## config.mk

```make
export PLATFORM = sky130hd
export DESIGN_NAME = svf_mixer
export DESIGN_NICKNAME = d
export VERILOG_FILES = /design/src/rtl/svf_pkg.sv /design/src/rtl/svf_regs.sv /design/src/rtl/svf_route.sv /design/src/rtl/svf_core.sv /design/src/rtl/svf_mix.sv /design/src/rtl/svf_mixer.sv
export SDC_FILE = /design/constraint.sdc
export NUM_CORES = 2
export LEC_CHECK = 0
export ABC_AREA = 1
export BUFFER_PORTS_ARGS = -buffer_cell sky130_fd_sc_hd__buf_4
export CORE_MARGIN = 8
export CORE_UTILIZATION = 55
export DETAILED_ROUTE_END_ITERATION = 6
export PLACE_DENSITY = 0.81
export SETUP_SLACK_MARGIN = 0.15
export SYNTH_ARGS = -nofsm -noshare
export SYNTH_HDL_FRONTEND = slang
export SYNTH_SLANG_ARGS = --single-unit
```

## constraint.sdc

```tcl
create_clock -name clk -period 134.4 [get_ports clk]
set_clock_uncertainty 0.2 [all_clocks]
set_input_delay 0 -clock clk [delete_from_list [all_inputs] [get_ports clk]]
set_output_delay 0 -clock clk [all_outputs]
set_load 0.02 [all_outputs]
```

## src/rtl/svf_pkg.sv

```systemverilog
package svf_pkg;
  localparam int ACC_W = 32;
  typedef logic signed [ACC_W-1:0] acc_t;

  typedef struct packed {
    logic [10:0] cutoff;
    logic [3:0]  res;
    logic [3:0]  route;
    logic        v3_mute;
    logic [2:0]  mode;   // [2]=highpass [1]=bandpass [0]=lowpass
    logic [3:0]  vol;
  } svf_cfg_t;

  // 1024/(0.707+r/15) rewritten as an integer ratio
  function automatic acc_t inv_q(input logic [3:0] r);
    int unsigned den;
    den = 32'd10605 + 32'd1000 * {28'd0, r};
    return acc_t'(32'd15360000 / den);
  endfunction

  // (a*b) >>> sh in 64-bit, truncated back to accumulator width
  function automatic acc_t mul_shr(input acc_t a, input acc_t b, input int sh);
    longint p;
    p = longint'(a) * longint'(b);
    return acc_t'(p >>> sh);
  endfunction
endpackage

```

## src/rtl/svf_regs.sv

```systemverilog
module svf_regs
  import svf_pkg::*;
(
  input  logic           clk,
  input  logic           rst_n,
  input  logic           we,
  input  logic [1:0]     addr,
  input  logic [7:0]     wdata,
  output svf_cfg_t       cfg
);
  always_ff @(posedge clk) begin
    if (!rst_n) begin
      cfg <= '0;
    end else if (we) begin
      case (addr)
        2'd0: cfg.cutoff[2:0]  <= wdata[2:0];
        2'd1: cfg.cutoff[10:3] <= wdata;
        2'd2: begin
          cfg.res   <= wdata[7:4];
          cfg.route <= wdata[3:0];
        end
        default: begin
          cfg.v3_mute <= wdata[7];
          cfg.mode    <= wdata[6:4];
          cfg.vol     <= wdata[3:0];
        end
      endcase
    end
  end

  a_r2_vol_write: assert property (@(posedge clk) disable iff (!rst_n)
    (we && addr == 2'd3) |=> (cfg.vol == $past(wdata[3:0])));
  a_r2_cutoff_high: assert property (@(posedge clk) disable iff (!rst_n)
    (we && addr == 2'd1) |=> (cfg.cutoff[10:3] == $past(wdata)));
endmodule

```

## src/rtl/svf_route.sv

```systemverilog
module svf_route
  import svf_pkg::*;
#(
  parameter int VOICE_W = 20,
  parameter int SHIFT   = 7
)(
  input  logic                       clk,
  input  logic                       rst_n,
  input  logic signed [VOICE_W-1:0]  v1,
  input  logic signed [VOICE_W-1:0]  v2,
  input  logic signed [VOICE_W-1:0]  v3,
  input  logic [3:0]                 route,
  input  logic                       v3_mute,
  input  logic                       filt_en,
  output acc_t                       vi,
  output acc_t                       vnf
);
  localparam int NV = 3;

  logic signed [VOICE_W-1:0] vin [NV];
  acc_t scaled [NV];
  acc_t eff    [NV];
  logic kill_v3;

  assign vin[0] = v1;
  assign vin[1] = v2;
  assign vin[2] = v3;
  assign kill_v3 = v3_mute && !route[2];

  for (genvar g = 0; g < NV; g++) begin : g_scale
    logic signed [VOICE_W-1:0] shv;
    assign shv       = vin[g] >>> SHIFT;
    assign scaled[g] = acc_t'(shv);
    if (g == NV - 1) begin : g_mute
      assign eff[g] = kill_v3 ? '0 : scaled[g];
    end else begin : g_pass
      assign eff[g] = scaled[g];
    end
  end

  always_comb begin
    vi  = '0;
    vnf = '0;
    for (int i = 0; i < NV; i++) begin
      if (filt_en && route[i]) vi  = vi + eff[i];
      else                     vnf = vnf + eff[i];
    end
  end

  a_r10_no_filter_input: assert property (@(posedge clk) disable iff (!rst_n)
    !filt_en |-> (vi == '0));
  a_r5_muted_voice_absent: assert property (@(posedge clk) disable iff (!rst_n)
    (v3_mute && !route[2]) |-> (vi + vnf == scaled[0] + scaled[1]));
endmodule

```

## src/rtl/svf_core.sv

```systemverilog
module svf_core
  import svf_pkg::*;
#(
  parameter int W0_W   = 18,
  parameter int DT_SH  = 6,
  parameter int INT_SH = 14,
  parameter int Q_SH   = 10
)(
  input  logic             clk,
  input  logic             rst_n,
  input  logic             filt_en,
  input  logic [W0_W-1:0]  w0,
  input  acc_t             invq,
  input  acc_t             vi,
  output acc_t             hp,
  output acc_t             bp,
  output acc_t             lp
);
  localparam int DT_W = W0_W - DT_SH;

  logic [DT_W-1:0] w0dt_u;
  acc_t w0dt;
  acc_t bp_n, lp_n, hp_n;

  assign w0dt_u = DT_W'(w0 >> DT_SH);
  assign w0dt   = acc_t'({1'b0, w0dt_u});

  always_comb begin
    bp_n = bp - mul_shr(w0dt, hp, INT_SH);
    lp_n = lp - mul_shr(w0dt, bp_n, INT_SH);
    hp_n = mul_shr(bp_n, invq, Q_SH) - lp_n - vi;
  end

  always_ff @(posedge clk) begin
    if (!rst_n || !filt_en) begin
      hp <= '0;
      bp <= '0;
      lp <= '0;
    end else begin
      hp <= hp_n;
      bp <= bp_n;
      lp <= lp_n;
    end
  end

  a_r10_state_cleared: assert property (@(posedge clk) disable iff (!rst_n)
    !filt_en |=> (hp == '0 && bp == '0 && lp == '0));
  a_r11_frozen_integrators: assert property (@(posedge clk) disable iff (!rst_n)
    (filt_en && w0dt == '0) |=> ($stable(bp) && $stable(lp)));
endmodule

```

## src/rtl/svf_mix.sv

```systemverilog
module svf_mix
  import svf_pkg::*;
#(
  parameter int DC_OFFSET = -454
)(
  input  logic        clk,
  input  logic        rst_n,
  input  acc_t        vnf,
  input  acc_t        hp,
  input  acc_t        bp,
  input  acc_t        lp,
  input  logic [2:0]  mode,
  input  logic [3:0]  vol,
  output acc_t        mix
);
  acc_t sum;

  always_comb begin
    sum = vnf + acc_t'(DC_OFFSET);
    if (mode[2]) sum = sum + hp;
    if (mode[1]) sum = sum + bp;
    if (mode[0]) sum = sum + lp;
    mix = mul_shr(sum, acc_t'({28'd0, vol}), 0);
  end

  a_r9_silent_at_zero_volume: assert property (@(posedge clk) disable iff (!rst_n)
    (vol == 4'd0) |-> (mix == '0));
endmodule

```

## src/rtl/svf_mixer.sv

```systemverilog
module svf_mixer
  import svf_pkg::*;
#(
  parameter int VOICE_W     = 20,
  parameter int W0_W        = 18,
  parameter int VOICE_SHIFT = 7,
  parameter int DC_OFFSET   = -454
)(
  input  logic                       clk,
  input  logic                       rst_n,
  input  logic                       cfg_we,
  input  logic [1:0]                 cfg_addr,
  input  logic [7:0]                 cfg_wdata,
  input  logic                       filt_en,
  input  logic [W0_W-1:0]            w0_coef,
  input  logic signed [VOICE_W-1:0]  voice1_in,
  input  logic signed [VOICE_W-1:0]  voice2_in,
  input  logic signed [VOICE_W-1:0]  voice3_in,
  output logic [10:0]                cutoff_o,
  output logic signed [31:0]         mix_out
);
  svf_cfg_t cfg;
  acc_t vi, vnf, vnf_q, hp, bp, lp, invq, mix;

  svf_regs u_regs (
    .clk(clk), .rst_n(rst_n), .we(cfg_we), .addr(cfg_addr),
    .wdata(cfg_wdata), .cfg(cfg)
  );

  svf_route #(.VOICE_W(VOICE_W), .SHIFT(VOICE_SHIFT)) u_route (
    .clk(clk), .rst_n(rst_n), .v1(voice1_in), .v2(voice2_in), .v3(voice3_in),
    .route(cfg.route), .v3_mute(cfg.v3_mute), .filt_en(filt_en),
    .vi(vi), .vnf(vnf)
  );

  assign invq = inv_q(cfg.res);

  svf_core #(.W0_W(W0_W)) u_core (
    .clk(clk), .rst_n(rst_n), .filt_en(filt_en), .w0(w0_coef),
    .invq(invq), .vi(vi), .hp(hp), .bp(bp), .lp(lp)
  );

  always_ff @(posedge clk) begin
    if (!rst_n) vnf_q <= '0;
    else        vnf_q <= vnf;
  end

  svf_mix #(.DC_OFFSET(DC_OFFSET)) u_mix (
    .clk(clk), .rst_n(rst_n), .vnf(vnf_q), .hp(hp), .bp(bp), .lp(lp),
    .mode(cfg.mode), .vol(cfg.vol), .mix(mix)
  );

  assign cutoff_o = cfg.cutoff;
  assign mix_out  = mix;

  a_r1_reset_quiet: assert property (@(posedge clk)
    !rst_n |=> (mix_out == 32'sd0 && cutoff_o == 11'd0));
endmodule

```

Yosys cells after proc, flatten, opt, wreduce, memory -nomap -nowiden

Cells that the tools add are included.

Bits in registers: 154
Bits of input ports: 92
Output and inout port bits: 43
Word-level logic and storage cells: 57

Add/subtract/negate cells: 13
Multiply operators: 5
Div/mod/pow operators: 1
Eq/ne operators: 2
Multiplexer cells: 10
Bitwise operators: 1
Reductions and logical operators: 14

Operators by type and width:

| cell                     | count |
|---|---|
| $mux W32                 | 10 |
| $add A32 B32 Y32         | 5 |
| $sub A32 B32 Y32         | 3 |
| $mul A13 B32 Y45         | 2 |
| $add A32 B13 Y32         | 2 |
| $mul A32 B32 Y42         | 1 |
| $add A32 B10 Y32 const B | 1 |
| $div A24 B32 Y32 const A | 1 |
| $mul A32 B5 Y32          | 1 |
| $sub A32 B31 Y32         | 1 |
| $add A14 B14 Y15 const A | 1 |
| $mul A7 B4 Y11 const A   | 1 |
| $reduce_and A2 Y1        | 4 |
| $logic_and A1 B1 Y1      | 4 |
| $logic_not A1 Y1         | 3 |
| $reduce_or A3 Y1         | 1 |
| $eq A2 B1 Y1 const B     | 1 |
| $eq A2 B2 Y1 const B     | 1 |
| $logic_not A2 Y1         | 1 |
| $logic_or A1 B1 Y1       | 1 |
| $not A1 Y1               | 1 |

Longest topological paths before layout

Depth in word-level cells: 8
Mapped depth: 385
Gate-level depth less buffers: 358

Hierarchy

Synthesis repeated with hierarchy kept, for this count alone.

Cells, all modules: 14790
Area total of the unflattened synthesis: 100305.0 µm²

Modules (own cells, without submodules):

| module    | instances | cells an instance | area an instance (µm²) | seq. area each (µm²) |
|---|---|---|---|---|
| svf_core  | 1         | 7449              | 58503.6                | 1921.8 |
| svf_mixer | 1         | 4022              | 22399.0                | 640.6 |
| svf_mix   | 1         | 1761              | 10945.5                | 0.0 |
| svf_route | 1         | 1383              | 7278.2                 | 0.0 |
| svf_regs  | 1         | 175               | 1178.6                 | 540.5 |

Least setup slack after synthesis

Ideal clock, no wire load.

Path type: reg2reg
Start: register u_regs.cfg[12] (netlist name)
End: register u_core.hp[30]
Library setup time: 120 ps
Arrival time: 50066 ps
Data required time: 134080 ps
Path slack: 84014 ps
Cell stages (with the launch flop): 342
Buffers on the path: 43
Cell sequence: dfxtp_1 inv_1 fa_1 inv_1 ha_1 xnor2_1 inv_1 nand2_1 inv_2 nor2_2 nand2_2 xor2_1 ha_1 nand2_1 nor2_1 nand2_1 nand2_2 nand2_1 (+306 left out) o21bai_1 a21oi_1 o21bai_1 nand2_1 inv_1 nor2_1 o21bai_1 nand2_1 nand2_1 a21oi_1 o21ai_0 nand3_1 nand2_1 nand2_1 nand2_1 a21oi_1 o21ai_0 a21oi_1

Longest elaborated chain between the ends: 6

Ends and longest elaborated chain:

| item                           | RTL line       | RTL |
|---|---|---|
| $mul A7 B4 Y11                 | svf_pkg.sv:17  | `den = 32'd10605 + 32'd1000 * {28'd0, r};` |
| $add A14 B14 Y15               | svf_pkg.sv:17  |  |
| $div A24 B32 Y32               | svf_pkg.sv:18  | `return acc_t'(32'd15360000 / den);` |
| $mul A32 B32 Y42               | svf_pkg.sv:24  | `p = longint'(a) * longint'(b);` |
| $sub A32 B32 Y32 (2 in series) | svf_core.sv:31 | `hp_n = mul_shr(bp_n, invq, Q_SH) - lp_n - vi;` |
| end signal, assigned           | svf_core.sv:40 | `hp <= hp_n;` |
| end, declared                  | svf_core.sv:15 | `output acc_t hp,` |

Every way passes these cells.
A chain may end at the register's enable or synchronous reset.

Worst setup path in the final report

Start: register u_regs.cfg[13] (netlist name)
End: register u_core.hp[30]

Longest elaborated chain between the ends: 6

Ends and longest elaborated chain:

| item                           | RTL line |
|---|---|
| $mul A7 B4 Y11                 | svf_pkg.sv:17 |
| $add A14 B14 Y15               | svf_pkg.sv:17 |
| $div A24 B32 Y32               | svf_pkg.sv:18 |
| $mul A32 B32 Y42               | svf_pkg.sv:24 |
| $sub A32 B32 Y32 (2 in series) | svf_core.sv:31 |

Every way passes these cells.

==> metrics.log <==
INFO  metric setup_repair_after_global_routing_missed_its_margin = false
INFO  metric multi_input_comb_area = ~0.075 mm²
INFO  metric reg2regPathDepth = ~320
INFO  metric wl = ~260 mm
INFO  metric final_period_minus_worst_setup_slack = 61530 ps
INFO  metric setup.worst_path.end_class = flip-flop
INFO  metric cts_inserted_buffers = 17
INFO  metric asyncSetResetFlopFracSynth = 0
INFO  metric floorplan.initialDensity = 0.5533
INFO  metric most_common_cell_after_layout_fill_and_taps_aside = sky130_fd_sc_hd__nand2_1
INFO  metric synth_area = around 0.09 mm²
INFO  metric run_status = complete, but fails checks
INFO  metric fp.coreArea = 0.1628 mm²
INFO  metric wl_per_cell = 17.44 µm
INFO  metric area_growth_syn_to_layout = 4.280%
INFO  metric tightestPinTransition = between 1000 and 1500 ps
INFO  metric crit_top_cell = sky130_fd_sc_hd__nand2_1
INFO  metric setup_viol_count_final = 0
INFO  metric postSynthCellCount = 12632
INFO  metric maxSlewHeadroom = 0.1083
INFO  metric most-common-layout-cells = sky130_fd_sc_hd__nand2_1 (2648), sky130_fd_sc_hd__inv_1 (2647), sky130_fd_sc_hd__fa_1 (1340)
INFO  metric cpMaxStageDelayCell = sky130_fd_sc_hd__inv_1
INFO  metric post_cts_hold_buffer_count = 31
INFO  metric grtUsageTotal = 0.2903
INFO  metric hold_path_depth = 7
INFO  metric seq_area_frac_synth = 0.03423
INFO  metric failed_checks = design-rule violations
INFO  metric timing.setup.critical_path_class = flip-flop to flip-flop
INFO  metric synth_warnings = 0
INFO  metric worst_setup_path_start_kind = flip-flop
INFO  metric cts_setup_buffers = 0
INFO  metric setup_tns = 0 ps
INFO  metric drt_iter0_markers = about 6400
INFO  metric worstPathArrival = around 60000 ps
INFO  metric finish.net_count = 14984
INFO  metric filler_cell_count = ~15000
INFO  metric path_clk_slew = 80 ps
INFO  metric synth-edff-count = 0
INFO  metric critPathMaxFanout = between 60 and 70
INFO  metric grt_first_pass_wirelength = 414.8 mm
INFO  metric finalHoldViolations = 0
INFO  metric htreeDepth = 4
INFO  metric post_drt_via_cell_ratio = 5.460
INFO  metric grt_max_degree = 78
INFO  metric timing.critical_path.slowest_cell_delay = 870 ps
INFO  metric synth_seq_cells = 154
INFO  metric clkSinkCount = between 150 and 200
INFO  metric synthFlopType = sky130_fd_sc_hd__dfxtp_1
INFO  metric finalInstanceArea = about 0.094 mm²
INFO  metric drt_drc_violations_left = 14
INFO  metric synth.distinct_cells = 86
INFO  metric placed_area = 0.09299 mm²
INFO  metric globalRouteOverflowTotal = 0
INFO  metric port_buffers = 107
INFO  metric place.detailed.hpwl = 211.4 mm
INFO  metric first_pass_detailed_route_iteration_total = 7
INFO  metric cts_tree = done
INFO  metric cts_resized = 0
INFO  metric clk_root_buffer_cell = sky130_fd_sc_hd__clkbuf_16
INFO  metric cap_violations = 0
INFO  metric finalWeightedCongestion = 0.9903
INFO  metric postSynthAreaPerCell = ~7.1 µm²
INFO  metric worst_skew_pair.late_latency = ~500 ps
INFO  metric utilization = 0.5770
INFO  metric die_area = between 0.15 and 0.2 mm²
INFO  metric min-delay-path-class = input port to flip-flop
INFO  metric placement_rows = 148
INFO  metric floorplan.die.width = 420.7 µm
INFO  metric detailroute.via_count = between 80000 and 90000
INFO  metric fraction_of_final_layout_cells_sized_beyond_drive_strength_1 = 0.06341
INFO  metric layout_worst_path_cycle_share = 0.4578
INFO  metric grt_antenna_before_repair = 5
INFO  metric timing_max_transition_violations_final = 0
INFO  metric achievable-frequency = 16.25 MHz
INFO  metric critPathRequiredTime = 134580 ps
INFO  metric ctsLongestPathBuffers = 2
INFO  metric layout.area.seq = 0.003085 mm²
INFO  metric grt_pass1_vias = 80306
INFO  metric boundaryPins = 135
INFO  metric die_height = 420.7 µm
INFO  metric postRouteAntennaNets = 0
-- critical path, delay by kind of cell, from the launching register on --
kind                       cells  cell delay [ps]
xor gates and xnor gates       4             1090
adders and majority gates     35            13540
and+or+nand+nor              158            19710
AOI/OAI and AO/OA             68            14250
DFF                            1              420
buffers and inverters         53            11680
-- metrics by stage --
| stage | worst slack, ps | hold slack [ps] | std cells |
|---|---|---|---|
| 3_3_place_gp | 74180 | 63.41 | 14681 |
| 4_1_cts | 73770 | 1.963 | 14744 |
| 5_1_grt | 67740 | 54.92 | 14744 |
| 6_report | 72870 | 52.71 | 14746 |
| 3_5_place_dp | 74060 | 66.48 | 14681 |
| 2_1_floorplan | 84010 | -65.10 | 12687 |
-- layer usage --
layer,share of wire,GRT usage
met4,0.060,0.1435
met2,0.46,0.4812
met1,0.39,0.3698
met5,0.000027,0
met3,0.090,0.04501
-- worst paths after layout --
path	from	to	slack, ps
min reg2reg	u_regs.cfg[7]	u_regs.cfg[7]	260
min	voice1_in[13]	vnf_q[6]	50
max	u_regs.cfg[13]	u_core.hp[30]	72870
max reg2reg	u_regs.cfg[13]	u_core.hp[30]	72870
-- kinds of logic after synthesis --
group,Yosys count,share of synthesized area
AND/OR/NAND/NOR,4720,0.2311
buffers and inverters,3096,0.1338
adder cells (fa/ha/maj),2336,0.4362
AO/OA/AOI/OAI,1707,0.1044
XOR/XNOR,614,0.05992
flip-flops,154,0.03423
multiplexers,3,0.0003334
other,2,0.00008339
-- registers in the layout, indices dropped and copies added, names as in the netlist --
name        cells
u_core.hp      32
u_core.bp      32
u_regs.cfg     26
vnf_q          32
u_core.lp      32
-- synthesized netlist by cell type (25+ instances only) --
library cell,number,area share
sky130_fd_sc_hd__nor2_1,1035,0.043
sky130_fd_sc_hd__or2_2,74,0.0051
sky130_fd_sc_hd__nand2_2,162,0.011
sky130_fd_sc_hd__nor3_1,54,0.0030
sky130_fd_sc_hd__nand3_2,52,0.0058
sky130_fd_sc_hd__inv_2,28,0.0012
sky130_fd_sc_hd__o211ai_1,32,0.0027
sky130_fd_sc_hd__nand4_1,106,0.0074
sky130_fd_sc_hd__nand3_1,357,0.020
sky130_fd_sc_hd__o21bai_1,55,0.0046
sky130_fd_sc_hd__inv_1,2647,0.11
sky130_fd_sc_hd__xnor2_1,301,0.029
sky130_fd_sc_hd__clkinv_1,25,0.0010
sky130_fd_sc_hd__nand3b_1,26,0.0022
sky130_fd_sc_hd__fa_1,1340,0.30
sky130_fd_sc_hd__clkbuf_1,291,0.012
sky130_fd_sc_hd__ha_1,996,0.14
sky130_fd_sc_hd__a31oi_1,46,0.0032
sky130_fd_sc_hd__buf_1,43,0.0018
sky130_fd_sc_hd__dfxtp_1,154,0.034
sky130_fd_sc_hd__nor2_2,36,0.0025
sky130_fd_sc_hd__nand2_1,2650,0.11
sky130_fd_sc_hd__o21a_1,34,0.0028
sky130_fd_sc_hd__nor2_4,31,0.0039
sky130_fd_sc_hd__o31ai_1,26,0.0022
sky130_fd_sc_hd__o21ai_0,568,0.032
sky130_fd_sc_hd__xor2_1,312,0.030
sky130_fd_sc_hd__a21o_1,32,0.0027
sky130_fd_sc_hd__a21oi_1,809,0.045
sky130_fd_sc_hd__nand2_4,73,0.0091
-- area by class of cell --
type                            instances  share of cell area
Multi-Input combinational cell       9437              0.8033
Clock buffer                           18            0.004676
Sequential cell                       154             0.03285
Tap cell                             2175             0.02898
Antenna cell                            2          0.00005329
Clock inverter                         14            0.001812
Inverter                             2709              0.1086
Timing Repair Buffer                  237             0.01977
Power is left out: the tool's default activity adds up to more than one toggle a clock period on the data nets, which glitch-free logic cannot reach.
